===== config.mk =====
export PLATFORM = sky130hd
export DESIGN_NAME = acc_alu
export DESIGN_NICKNAME = d
export VERILOG_FILES = /design/src/rtl/acc_alu_pkg.sv /design/src/rtl/acc_alu_arith.sv /design/src/rtl/acc_alu_logic.sv /design/src/rtl/acc_alu.sv
export SDC_FILE = /design/constraint.sdc
export NUM_CORES = 1
export LEC_CHECK = 0
export CORE_MARGIN = 4
export CORE_UTILIZATION = 54
export CTS_CLUSTER_DIAMETER = 100
export DETAILED_ROUTE_END_ITERATION = 8
export HOLD_SLACK_MARGIN = 0.03
export PLACE_DENSITY_LB_ADDON = 0.12
export SLEW_MARGIN = 40
export SYNTH_ARGS = -nofsm -noshare
export SYNTH_HDL_FRONTEND = slang
export SYNTH_SLANG_ARGS = --single-unit
export TNS_END_PERCENT = 20

===== constraint.sdc =====
create_clock -name clk -period 0.94 [get_ports clk]
set_input_delay 0.235 -clock clk [delete_from_list [all_inputs] [get_ports clk]]
set_output_delay 0.235 -clock clk [all_outputs]
set_load 0.02 [all_outputs]

===== src/rtl/acc_alu_pkg.sv =====
`timescale 1ns/1ps
package acc_alu_pkg;

  typedef enum logic [3:0] {
    OP_ADD = 4'd0,
    OP_ADC = 4'd1,
    OP_SUB = 4'd2,
    OP_SBB = 4'd3,
    OP_AND = 4'd4,
    OP_OR  = 4'd5,
    OP_XOR = 4'd6,
    OP_CMP = 4'd7,
    OP_INC = 4'd8,
    OP_DEC = 4'd9,
    OP_CMA = 4'd10,
    OP_STC = 4'd11,
    OP_CMC = 4'd12
  } alu_op_e;

  typedef struct packed {
    logic s;
    logic z;
    logic ac;
    logic p;
    logic cy;
  } alu_flags_t;

  localparam int FLAG_W  = $bits(alu_flags_t);
  localparam int FL_CY   = 0;
  localparam int FL_P    = 1;
  localparam int FL_AC   = 2;
  localparam int FL_Z    = 3;
  localparam int FL_S    = 4;
  localparam int NIB_W   = 4;

endpackage


===== src/rtl/acc_alu_arith.sv =====
`timescale 1ns/1ps
module acc_alu_arith #(
  parameter int W = 8
) (
  input  logic [W-1:0] a,
  input  logic [W-1:0] b,
  input  logic         cin,
  input  logic         sub,
  output logic [W-1:0] res,
  output logic         cout,
  output logic         half
);
  import acc_alu_pkg::*;

  localparam int HW = NIB_W;

  logic [W-1:0]  b_eff;
  logic          c_eff;
  logic [W:0]    full_sum;
  logic [HW:0]   nib_sum;

  // Subtraction is done as a + ~b + ~borrow_in; carry and half carry are
  // then inverted to read as borrow.
  assign b_eff    = sub ? ~b : b;
  assign c_eff    = sub ? ~cin : cin;
  assign full_sum = {1'b0, a} + {1'b0, b_eff} + (W+1)'(c_eff);
  assign nib_sum  = {1'b0, a[HW-1:0]} + {1'b0, b_eff[HW-1:0]} + (HW+1)'(c_eff);

  assign res  = full_sum[W-1:0];
  assign cout = full_sum[W] ^ sub;
  assign half = nib_sum[HW] ^ sub;

endmodule


===== src/rtl/acc_alu_logic.sv =====
`timescale 1ns/1ps
module acc_alu_logic #(
  parameter int W = 8
) (
  input  acc_alu_pkg::alu_op_e op,
  input  logic [W-1:0]         a,
  input  logic [W-1:0]         b,
  output logic [W-1:0]         res,
  output logic                 half
);
  import acc_alu_pkg::*;

  always_comb begin
    res  = a ^ b;
    half = 1'b0;
    case (op)
      OP_AND: begin
        res  = a & b;
        half = 1'b1;
      end
      OP_OR:   res = a | b;
      default: res = a ^ b;
    endcase
  end

endmodule


===== src/rtl/acc_alu.sv =====
`timescale 1ns/1ps
module acc_alu #(
  parameter int W = 8
) (
  input  logic                         clk,
  input  logic                         rst_n,
  input  logic                         in_valid,
  input  logic [3:0]                   op,
  input  logic [W-1:0]                 operand,
  input  logic [W-1:0]                 acc_in,
  input  logic [acc_alu_pkg::FLAG_W-1:0] flags_in,
  output logic                         out_valid,
  output logic [W-1:0]                 result,
  output logic [acc_alu_pkg::FLAG_W-1:0] flags_out,
  output logic                         acc_we
);
  import acc_alu_pkg::*;

  localparam int HW = NIB_W;

  function automatic alu_flags_t put_szp(input alu_flags_t f, input logic [W-1:0] v);
    alu_flags_t o;
    o   = f;
    o.s = v[W-1];
    o.z = (v == '0);
    o.p = ~^v;
    return o;
  endfunction

  alu_op_e    op_e;
  alu_flags_t fin;
  assign op_e = alu_op_e'(op);
  assign fin  = alu_flags_t'(flags_in);

  // Named internal events
  logic       is_sub;
  logic       uses_cy;
  logic       is_dec;
  assign is_sub  = (op_e == OP_SUB) || (op_e == OP_SBB) || (op_e == OP_CMP);
  assign uses_cy = (op_e == OP_ADC) || (op_e == OP_SBB);
  assign is_dec  = (op_e == OP_DEC);

  logic [W-1:0] ar_res;
  logic         ar_cout;
  logic         ar_half;

  acc_alu_arith #(.W(W)) u_arith (
    .a    (acc_in),
    .b    (operand),
    .cin  (uses_cy & fin.cy),
    .sub  (is_sub),
    .res  (ar_res),
    .cout (ar_cout),
    .half (ar_half)
  );

  logic [W-1:0] lg_res;
  logic         lg_half;

  acc_alu_logic #(.W(W)) u_logic (
    .op   (op_e),
    .a    (acc_in),
    .b    (operand),
    .res  (lg_res),
    .half (lg_half)
  );

  // Step unit for increment / decrement of the operand
  logic [W-1:0] st_res;
  logic         st_half;
  assign st_res  = is_dec ? operand - W'(1) : operand + W'(1);
  assign st_half = is_dec ? (operand[HW-1:0] == '0) : (operand[HW-1:0] == '1);

  logic [W-1:0] res_n;
  alu_flags_t   fl_n;
  logic         we_n;

  always_comb begin
    res_n = acc_in;
    fl_n  = fin;
    we_n  = 1'b0;
    case (op_e)
      OP_ADD, OP_ADC, OP_SUB, OP_SBB: begin
        res_n   = ar_res;
        we_n    = 1'b1;
        fl_n.cy = ar_cout;
        fl_n.ac = ar_half;
        fl_n    = put_szp(fl_n, ar_res);
      end
      OP_CMP: begin
        fl_n.cy = ar_cout;
        fl_n.ac = ar_half;
        fl_n    = put_szp(fl_n, ar_res);
      end
      OP_AND, OP_OR, OP_XOR: begin
        res_n   = lg_res;
        we_n    = 1'b1;
        fl_n.cy = 1'b0;
        fl_n.ac = lg_half;
        fl_n    = put_szp(fl_n, lg_res);
      end
      OP_INC, OP_DEC: begin
        res_n   = st_res;
        fl_n.ac = st_half;
        fl_n    = put_szp(fl_n, st_res);
      end
      OP_CMA: begin
        res_n = ~acc_in;
        we_n  = 1'b1;
      end
      OP_STC:  fl_n.cy = 1'b1;
      OP_CMC:  fl_n.cy = ~fin.cy;
      default: ;
    endcase
  end

  always_ff @(posedge clk or negedge rst_n) begin
    if (!rst_n) begin
      out_valid <= 1'b0;
      result    <= '0;
      flags_out <= '0;
      acc_we    <= 1'b0;
    end else begin
      out_valid <= in_valid;
      if (in_valid) begin
        result    <= res_n;
        flags_out <= fl_n;
        acc_we    <= we_n;
      end else begin
        acc_we    <= 1'b0;
      end
    end
  end

endmodule


==> After elaboration in Yosys (flattened, before gate mapping) <==
Cells that the tools add are included.
{ "op_classes": {"add_sub_neg": 6, "mul": 0, "n_div": 0, "order_cmp": 0, "eq_ne": 13, "n_shift": 0, "mux": 11, "bitwise_logic": 10, "reduce_logical": 16} }
{ "op_table": {"columns": ["cell", "count"], "rows": [
  ["8-bit one-hot mux with 4 select lines", 1],
  ["4-bit equality test, second input constant", 6],
  ["8-bit zero test", 3],
  ["8-bit XNOR reduction", 3],
  ["4-bit by 3-bit equality test with 1-bit output, second input constant", 4],
  ["8-bit two-way mux", 2],
  ["8-bit NOT", 2],
  ["8-bit one-hot mux with 2 select lines", 1],
  ["4-bit one-hot mux with 3 select lines", 1],
  ["8-bit by 8-bit adder with 9-bit output", 1],
  ["9-bit by 1-bit adder with 9-bit output", 1],
  ["8-bit by 1-bit adder with 8-bit output, second input constant", 1],
  ["8-bit bitwise AND", 1],
  ["4-bit by 2-bit equality test with 1-bit output, second input constant", 2],
  ["4-bit zero test", 2],
  ["8-bit OR", 1],
  ["8-bit OR reduction", 1],
  ["8-bit by 1-bit subtractor with 8-bit output, second input constant", 1],
  ["8-bit XOR", 1],
  ["4-bit by 4-bit adder with 5-bit output", 1],
  ["5-bit by 1-bit adder with 5-bit output", 1],
  ["1-bit two-way mux", 5],
  ["5-bit OR reduction", 1],
  ["4-bit by 1-bit equality test with 1-bit output, second input constant", 1],
  ["other kinds (8)", 12]
]} }
{ "word_totals": {"register_bits": 15, "latch_bits": 0, "mem_bits_rw": 0, "romBits": 0, "in_bits": 28, "out_inout_bits": 15, "wordCells": 60, "memories": 0} }

==> Logic depth before layout (Yosys ltp) <==
Gate-level depths: netlist (run 1).
{ "logic_depth": {"word_depth": 8, "depth_mapped": 18, "mapped_depth_nobuf": 18} }

==> Cells and area by module <==
Synthesis (run 1) repeated with hierarchy kept, for this count alone.
{ "hier_totals": {"cells_unflattened": 334, "hier_area_um2": 2595.0} }
{ "by_module_without_submodules": {"columns": ["mod", "instances", "cells_each", "area_each_um2", "seq_area_each_um2"], "rows": [
  ["acc_alu", 1, 212, 1707.9, 375.4],
  ["acc_alu_logic", 1, 70, 447.9, 0.0],
  ["acc_alu_arith", 1, 52, 439.2, 0.0]
]} }

==> Least setup slack after synthesis (run 1) <==
Ideal clock, no wire load.
{ "synth_timing": {"kind": "input port to flip-flop", "startpoint": "input port op[2]", "endpoint": "register flags_out[1] in the netlist's numbering", "setup_time_ns": 0.123, "arrival_ns": 3.145, "t_required_ns": 0.817, "path_slack_ns": -2.328, "stages": 18, "path_buffers": 1, "path_cell_list": "inv_1 -> o21ai_0 -> or2_2 -> buf_4 -> xnor2_1 -> fa_1 -> inv_1 -> fa_1 -> inv_1 -> a21o_1 -> a21o_1 -> xnor2_1 -> ha_1 -> xnor2_1 -> xnor2_1 -> xnor3_1 -> nand2_1 -> a21oi_1"} }
{ "synth_between": {"elab_chain_len": 8, "elab_cells_between_ends": 28, "cone_classes": "add/sub (2); eq/ne (9); mux (5); bitwise (2); reduce/logical (10)"} }
{ "synth_lines": {"columns": ["element", "line", "text"], "rows": [
  ["from (decl)", "acc_alu.sv:8", "input logic [3:0] op,"],
  ["4-bit by 2-bit equality test with 1-bit output (tied with other cells)", "acc_alu.sv:39, acc_alu.sv:82", null],
  ["1-bit logical OR, on equally long branches", "acc_alu.sv:39, acc_alu.sv:40", null],
  ["1-bit logical OR or 1-bit bitwise AND (tied branches)", "acc_alu.sv:39, acc_alu.sv:50", null],
  ["8-bit two-way mux or 1-bit NOT (tied branches)", "acc_alu_arith.sv:24, acc_alu_arith.sv:25", null],
  ["8-bit by 8-bit adder with 9-bit output or 1-bit two-way mux (tied branches)", "acc_alu_arith.sv:26, acc_alu_arith.sv:25", null],
  ["9-bit by 1-bit adder with 9-bit output", "acc_alu_arith.sv:26", "assign full_sum = {1'b0, a} + {1'b0, b_eff} + (W+1)'(c_eff);"],
  ["8-bit XNOR reduction", "acc_alu.sv:26", "o.p = ~^v;"],
  ["4-bit one-hot mux with 3 select lines (*)", "acc_alu.sv:82", "case (op_e)"],
  ["to (signal assigned)", "acc_alu.sv:127", "flags_out <= fl_n;"],
  ["to (decl)", "acc_alu.sv:14", "output logic [acc_alu_pkg::FLAG_W-1:0] flags_out,"]
]} }
Every way passes the cells marked *; elsewhere a longest branch is shown, timed or not.
A chain may end at the register's enable or synchronous reset.

==> Worst setup path after layout (run 1) <==
Ends and elaborated chain as after synthesis.

==> impl_metrics.csv, run 1 <==
group,metric,value,unit
run_status,status,"complete, but fails checks",
run_status,violations,"setup timing",
critical_path,reg2reg_slack,-0.08,ns
finish,area.growth.synth_to_final,61.63,%
timing,finClkSkew,0,ns
critical_path,slowest_stage,"fa_2",
drt,wl,9.888,mm
floorplanning,core_area,0.004384,sq mm
clock_network,cts_buffer_depth,2,
drt,firstDrtPassIters,5,
critical_path,cp_data_required_time,1.06,ns
global_routing,track_usage,0.3192,
finish,post-route-util,0.9064,
critical_path,critPathMaxStageDelay,0.36,ns
drt,drtIter0Drc,247,
critical_path,r2r-end,"result[6]",
timing,worst_pin_slew,0.2959,ns
pwr,vdd_drop_max,0.001204,V
finish,final_common_cell,"buf_4",
synthesis,postSynthAreaPerCell,8.278,sq um
clock_network,root_buffer,"clkbuf_8",
finish,drive_gt1_frac,0.4100,
finish,layout_common_cells,"buf_4 (97), ha_1 (40), inv_1 (33)",
critical_path,cp_data_arrival_time,3.15,ns
pwr,leakagePower,1.997,nW
timing,final.setup.worst_slack,-2.085,ns
floorplanning,die_w,75.48,microns
critical_path,path_cells,"buf_8 -> inv_6 -> o21ai_4 -> or2_4 -> xnor2_4 -> fa_2 -> inv_2 -> fa_2 -> inv_1 -> a21o_1 -> a21o_1 -> xnor2_2 -> ha_1 -> xnor2_2 -> xnor2_1 -> xnor3_1 -> nand2_1 -> a21oi_1",
drt,drc,0,
synthesis,ys_warn_count,0,
clock_network,h-tree-depth,1,
timing,max_freq,330.6,MHz
clock_network,cts_made_buffers,3,
floorplanning,ios,43,
worst_hold_path,hold_path.class,"input port to async pin",
finish,nFillCells,185,
critical_path,start_kind,"input port",
synthesis,ys.flop_type,"dfrtp_1",
timing,finalCriticalPeriod,3.025,ns
timing,report.final.slew_viol_count,0,
clock_network,path_clk_slew,0.06,ns
floorplanning,initial_core_util,0.5608,
clock_network,cts_tree,"done",
timing,setup_viol,29,
timing,fin_crit_sh,3.218,
critical_path,cp_num_buf_inv,4,
synthesis,syn-num-nets,369,
finish,nNetsFinal,512,
global_routing,grt_max_degree,24,
placement,gp_congestion,0.9066,
synthesis,synthCells,297,
critical_path,endpoint_kind,"flop",
placement,post-dp-hpwl,6.447,mm
synthesis,synth-seq-cells,15,
drt,ant_nets,0,
floorplanning,die_y,75.48,microns
critical_path,timing.rr.start,"result[6]",
clock_network,hold_buffers,0,
drt,num_vias,3068,
synthesis,synth_cell_types,51,
clock_network,cts_num_sinks,15,
critical_path,crit_fanout,3,
global_routing,grt_pass1_vias,3060,
floorplanning,rows,24,
synthesis,synth-edff-count,0,
critical_path,cp_top_family,"adder cells",
floorplanning,die_area,0.005696,sq mm
synthesis,synth_area,0.002459,sq mm
job,cap_violations,0,
timing,rsz0062_at_grt,"yes",
placement,portBuffers,42,
timing,tns,-21.94,ns
clock_network,clk_latency,0.24,ns
finish,antenna_cells,0,
drt,wire_per_inst,20.14,microns
global_routing,antenna_found_initial,0,
synthesis,synthArstFlopShare,1.000,
pwr,p_per_area,1210,mW/mm^2
global_routing,grt_first_pass_wirelength,13.71,mm
timing,hold_violations,0,
global_routing,gr-total-overflow,0,
timing,slew_headroom,0.8027,
critical_path,worstSetupPathType,"input port to flop",
synthesis,ys_seq_area_frac,0.1527,
critical_path,worstRegToRegCells,3,
drt,via_per_inst,6.248,
-- worst register-to-register path: cells and delay by family, from the launching register on --
kind	cells	cell delay, ns
buf+inv	1	0.15
flops	1	0.40
compound gates	2	0.34
-- sequential cells by signal, summed over array words and instances (netlist names) --
| name | cells |
|---|---|
| acc_we | 1 |
| flags_out | 5 |
| out_valid | 1 |
| result | 8 |
-- cell usage after synthesis (6+ instances only) --
| master | count | area, sq um |
|---|---|---|
| ha_1 | 41 | 513.0 |
| inv_1 | 35 | 131.4 |
| a21oi_1 | 25 | 125.1 |
| nor2_1 | 25 | 93.84 |
| xnor2_1 | 25 | 219.0 |
| dfrtp_1 | 15 | 375.4 |
| nand2_1 | 15 | 56.30 |
| o21ai_0 | 12 | 60.06 |
| o221ai_1 | 9 | 78.83 |
| o22ai_1 | 7 | 43.79 |
| a21o_1 | 6 | 45.04 |
| xor2_1 | 6 | 52.55 |
-- kinds of logic after synthesis --
kind of cell	synth area share
XOR/XNOR	0.1262
flip-flops	0.1527
buffers and inverters	0.08295
AO/OA/AOI/OAI	0.2555
adder cells (fa/ha/maj)	0.2331
AND/OR/NAND/NOR	0.1196
multiplexers	0.03003
-- how the worst max path moves through the flow --
stage                     startpoint           end  slack (ns)  cells after the start
after CTS                      op[2]  flags_out[1]       -1.93                     18
final                          op[2]  flags_out[1]       -2.08                     18
after floorplan                op[2]  flags_out[1]       -2.18                     18
after detailed placement       op[1]  flags_out[1]       -2.71                     17
after global routing           op[0]  flags_out[1]       -2.24                     19
after global placement         op[1]  flags_out[1]       -2.62                     17
-- metal layers --
layer | vias to the layer above | wire length, microns | track usage
li1 | 1341 | - | -
met1 | 1446 | 3395 | 0.3287
met2 | 201 | 4985 | 0.5992
met3 | 80 | 770 | 0.05277
met4 | 0 | 736 | 0.1883
met5 | - | 0 | 0
-- cell type report --
cell class / instances / area [sq um] / area share
Multi-Input combinational cell: 235 / 2122 / 0.5340
Timing Repair Buffer: 150 / 1230 / 0.3095
Sequential cell: 15 / 375.4 / 0.09446
Inverter: 35 / 136.4 / 0.03432
Tap cell: 52 / 65.06 / 0.01637
Clock buffer: 4 / 45.04 / 0.01134
-- repair_timing --
action                     in CTS  in global routing
pin swaps                      38                 18
setup buffers                   9                  7
gates resized for setup       122                 25
setup endpoints to repair      29                 29
-- report_power, final --
part	internal [mW]	switching, mW	leakage (nW)
Clock	0.300	0.223	0.0228
Sequential	0.757	0.0724	0.180
Combinational	1.76	1.70	1.79
-- stage by stage --
step           hold WS (ns)  cells  setup slack (ns)  instance area [sq um]  total power [mW]
2_1_floorplan      -0.06059    297            -2.175                   2502             2.469
3_3_place_gp         0.4904    472            -2.619                   3612             3.587
3_5_place_dp         0.4996    472            -2.710                   3612             3.671
4_1_cts              0.3195    484            -1.927                   3797             4.366
5_1_grt              0.3157    491            -2.242                   3974             5.087
6_report             0.3174    491            -2.085                   3974             4.809
Power figures use the tool's default switching activity.
==> run 2, diff against run 1 <==
--- a/config.mk
+++ b/config.mk
@@ -6,8 +6,9 @@
 export NUM_CORES = 1
 export LEC_CHECK = 0
 export CORE_MARGIN = 4
-export CORE_UTILIZATION = 54
+export CORE_UTILIZATION = 32
 export CTS_CLUSTER_DIAMETER = 100
+export CTS_CLUSTER_SIZE = 28
 export DETAILED_ROUTE_END_ITERATION = 8
 export HOLD_SLACK_MARGIN = 0.03
 export PLACE_DENSITY_LB_ADDON = 0.12
==> run 2 against run 1 <==
The run still ends with setup timing left; clock power fell by 2%; total power shrank 2.6%; via count is 15% lower; non-clock buffer count increased by 1; sequential power decreased by 2%; worst setup slack improved by 0.12 ns; cell count rose by 9.8%; core utilization shrank 35 points; clock skew unchanged; design area increased by 3.4%; global-route usage is 14 points lower; register-to-register slack improved by 0.10 ns; critical path type unchanged.
==> impl_metrics.csv, run 2 (same netlist as run 1, synthesis figures left out) <==
group,metric,value,unit
finish,drive_gt1_frac,0.4364,
global_routing,grt_pass1_vias,2607,
critical_path,start_kind,"input port",
drt,drtIter0Drc,108,
finish,final_common_cell,"buf_4",
floorplanning,rows,31,
pwr,vdd_drop_max,0.0006359,V
floorplanning,ios,43,
worst_hold_path,hold_path.class,"input port to async pin",
pwr,p_comb_frac,0.717,
finish,layout_common_cells,"buf_4 (100), ha_1 (36), inv_1 (31)",
finish,design_area,0.004110,sq mm
clock_network,clk_latency,0.24,ns
pwr,netSwitchingFraction,0.3914,
timing,fin_crit_sh,3.088,
clock_network,cts_num_sinks,15,
finish,nFillCells,716,
run_status,status,"complete, but fails checks",
timing,finalCriticalPeriod,2.903,ns
clock_network,hold_buffers,0,
clock_network,cts_tree,"done",
critical_path,crit_fanout,3,
drt,ant_nets,0,
placement,dpl-instance-area,0.003694,sq mm
critical_path,worstSetupPathType,"input port to flop",
pwr,power.internal,2.851,mW
timing,rsz0062_at_grt,"yes",
global_routing,track_usage,0.1761,
clock_network,path_clk_slew,0.06,ns
finish,multi_input_area,0.002205,sq mm
finish,final_cells,539,
timing,setup_viol,29,
placement,dp_slack,-2.708,ns
timing,max_freq,344.5,MHz
job,cap_violations,0,
pwr,p_per_area,1140,mW/mm^2
finish,antenna_cells,0,
drt,drc,0,
pwr,seq_power_share,0.173,
placement,post-dp-hpwl,6.454,mm
floorplanning,die_area,0.009150,sq mm
finish,seq_area,375.4,sq um
pwr,p_sw,1.834,mW
pwr,p_clk_frac,0.110,
drt,wire_per_inst,14.92,microns
global_routing,antenna_found_initial,0,
placement,placed_cells,522,
floorplanning,die_w,95.66,microns
finish,top_register,"result",
timing,worst_pin_slew,0.3445,ns
drt,firstDrtPassIters,4,
timing,tns,-20.30,ns
placement,portBuffers,42,
finish,nNetsFinal,513,
timing,report.final.slew_viol_count,0,
global_routing,grt_max_degree,25,
drt,via_per_inst,4.861,
timing,hold_violations,0,
critical_path,cp_data_required_time,1.07,ns
critical_path,cp_data_arrival_time,3.03,ns
timing,final.setup.worst_slack,-1.963,ns
floorplanning,core_area,0.007370,sq mm
run_status,violations,"setup timing",
floorplanning,die_y,95.66,microns
global_routing,grt_first_pass_wirelength,12.59,mm
pwr,leakagePower,1.979,nW
floorplanning,initial_core_util,0.3336,
critical_path,critPathMaxStageDelay,0.37,ns
drt,wl,8.041,mm
placement,gp_congestion,0.8730,
finish,area.growth.synth_to_final,67.18,%
critical_path,endpoint_kind,"flop",
clock_network,root_buffer,"clkbuf_8",
timing,finClkSkew,0,ns
timing,slew_headroom,0.7703,
drt,num_vias,2620,
clock_network,h-tree-depth,1,
clock_network,cts_buffer_depth,2,
finish,largest_register_ffs,8,
critical_path,slowest_stage,"fa_2",
finish,top_regs,"result x8, flags_out x5",
pwr,power,4.685,mW
global_routing,gr-total-overflow,0,
critical_path,path_cells,"buf_2 -> o21ai_4 -> or2_4 -> xnor2_4 -> fa_2 -> inv_2 -> fa_2 -> inv_1 -> a21o_1 -> a21o_1 -> xnor2_2 -> ha_2 -> xnor2_2 -> xnor2_1 -> xnor3_1 -> nand2_1 -> a21oi_1",
clock_network,cts_made_buffers,3,
## run 2: per-layer routing
metal  global-route usage  vias to the layer above  routed length (microns)
met2               0.3104                       42                     3979
met1               0.2364                     1232                     3701
met4              0.01422                        0                       32
met5                    0                        -                        0
met3              0.02447                        5                      327
li1                     -                     1341                        -
## run 2: final timing paths
| kind | start | endpoint | slack [ns] | depth (start not counted) |
|---|---|---|---|---|
| hold reg to reg | result[2] | result[2] | 0.50 | 1 |
| hold / removal | rst_n | acc_we | 0.32 | 2 |
| setup / recovery | op[0] | flags_out[1] | -1.96 | 17 |
| min in group clk | op[3] | flags_out[0] | 0.44 | 4 |
| max in group asynchronous | rst_n | flags_out[1] | 0.51 | 2 |
| setup reg to reg | result[6] | result[6] | 0.02 | 3 |
## run 2: cell type report
cell class	instances	area share
inverter	35	0.03379
timing repair buffer	151	0.2974
clock buffer	4	0.01096
multi-input combinational	235	0.5364
tap	99	0.03014
sequential	15	0.09132
## run 2: worst max-delay path, delay by kind of cell
kind,cells,cell delay (ns)
buffers and inverters,3,0.24
XOR/XNOR,5,0.86
AO/OA/AOI/OAI,4,0.52
AND/OR/NAND/NOR,2,0.33
adder cells (fa/ha/maj),3,0.85
## run 2: power groups by stage
stage,Sequential (mW),Combinational [mW],Clock [mW]
CTS,0.811,3.07,0.532
finish,0.811,3.36,0.515
global placement,0.824,2.85,0
floorplan,0.961,1.51,0
global route,0.826,3.63,0.559
detailed placement,0.827,2.87,0
## run 2: repair_timing
action,in CTS,in global routing
resized for setup,125,28
setup buffers,8,6
pin swaps,31,21
endpoints found under the setup margin,29,29
## run 2: stage by stage
stage,utilization,hold slack [ns]
2_1_floorplan,-,-0.06059
3_3_place_gp,0.5012,0.4908
3_5_place_dp,0.5012,0.4940
4_1_cts,0.5334,0.3167
5_1_grt,0.5577,0.3155
6_report,0.5577,0.3160
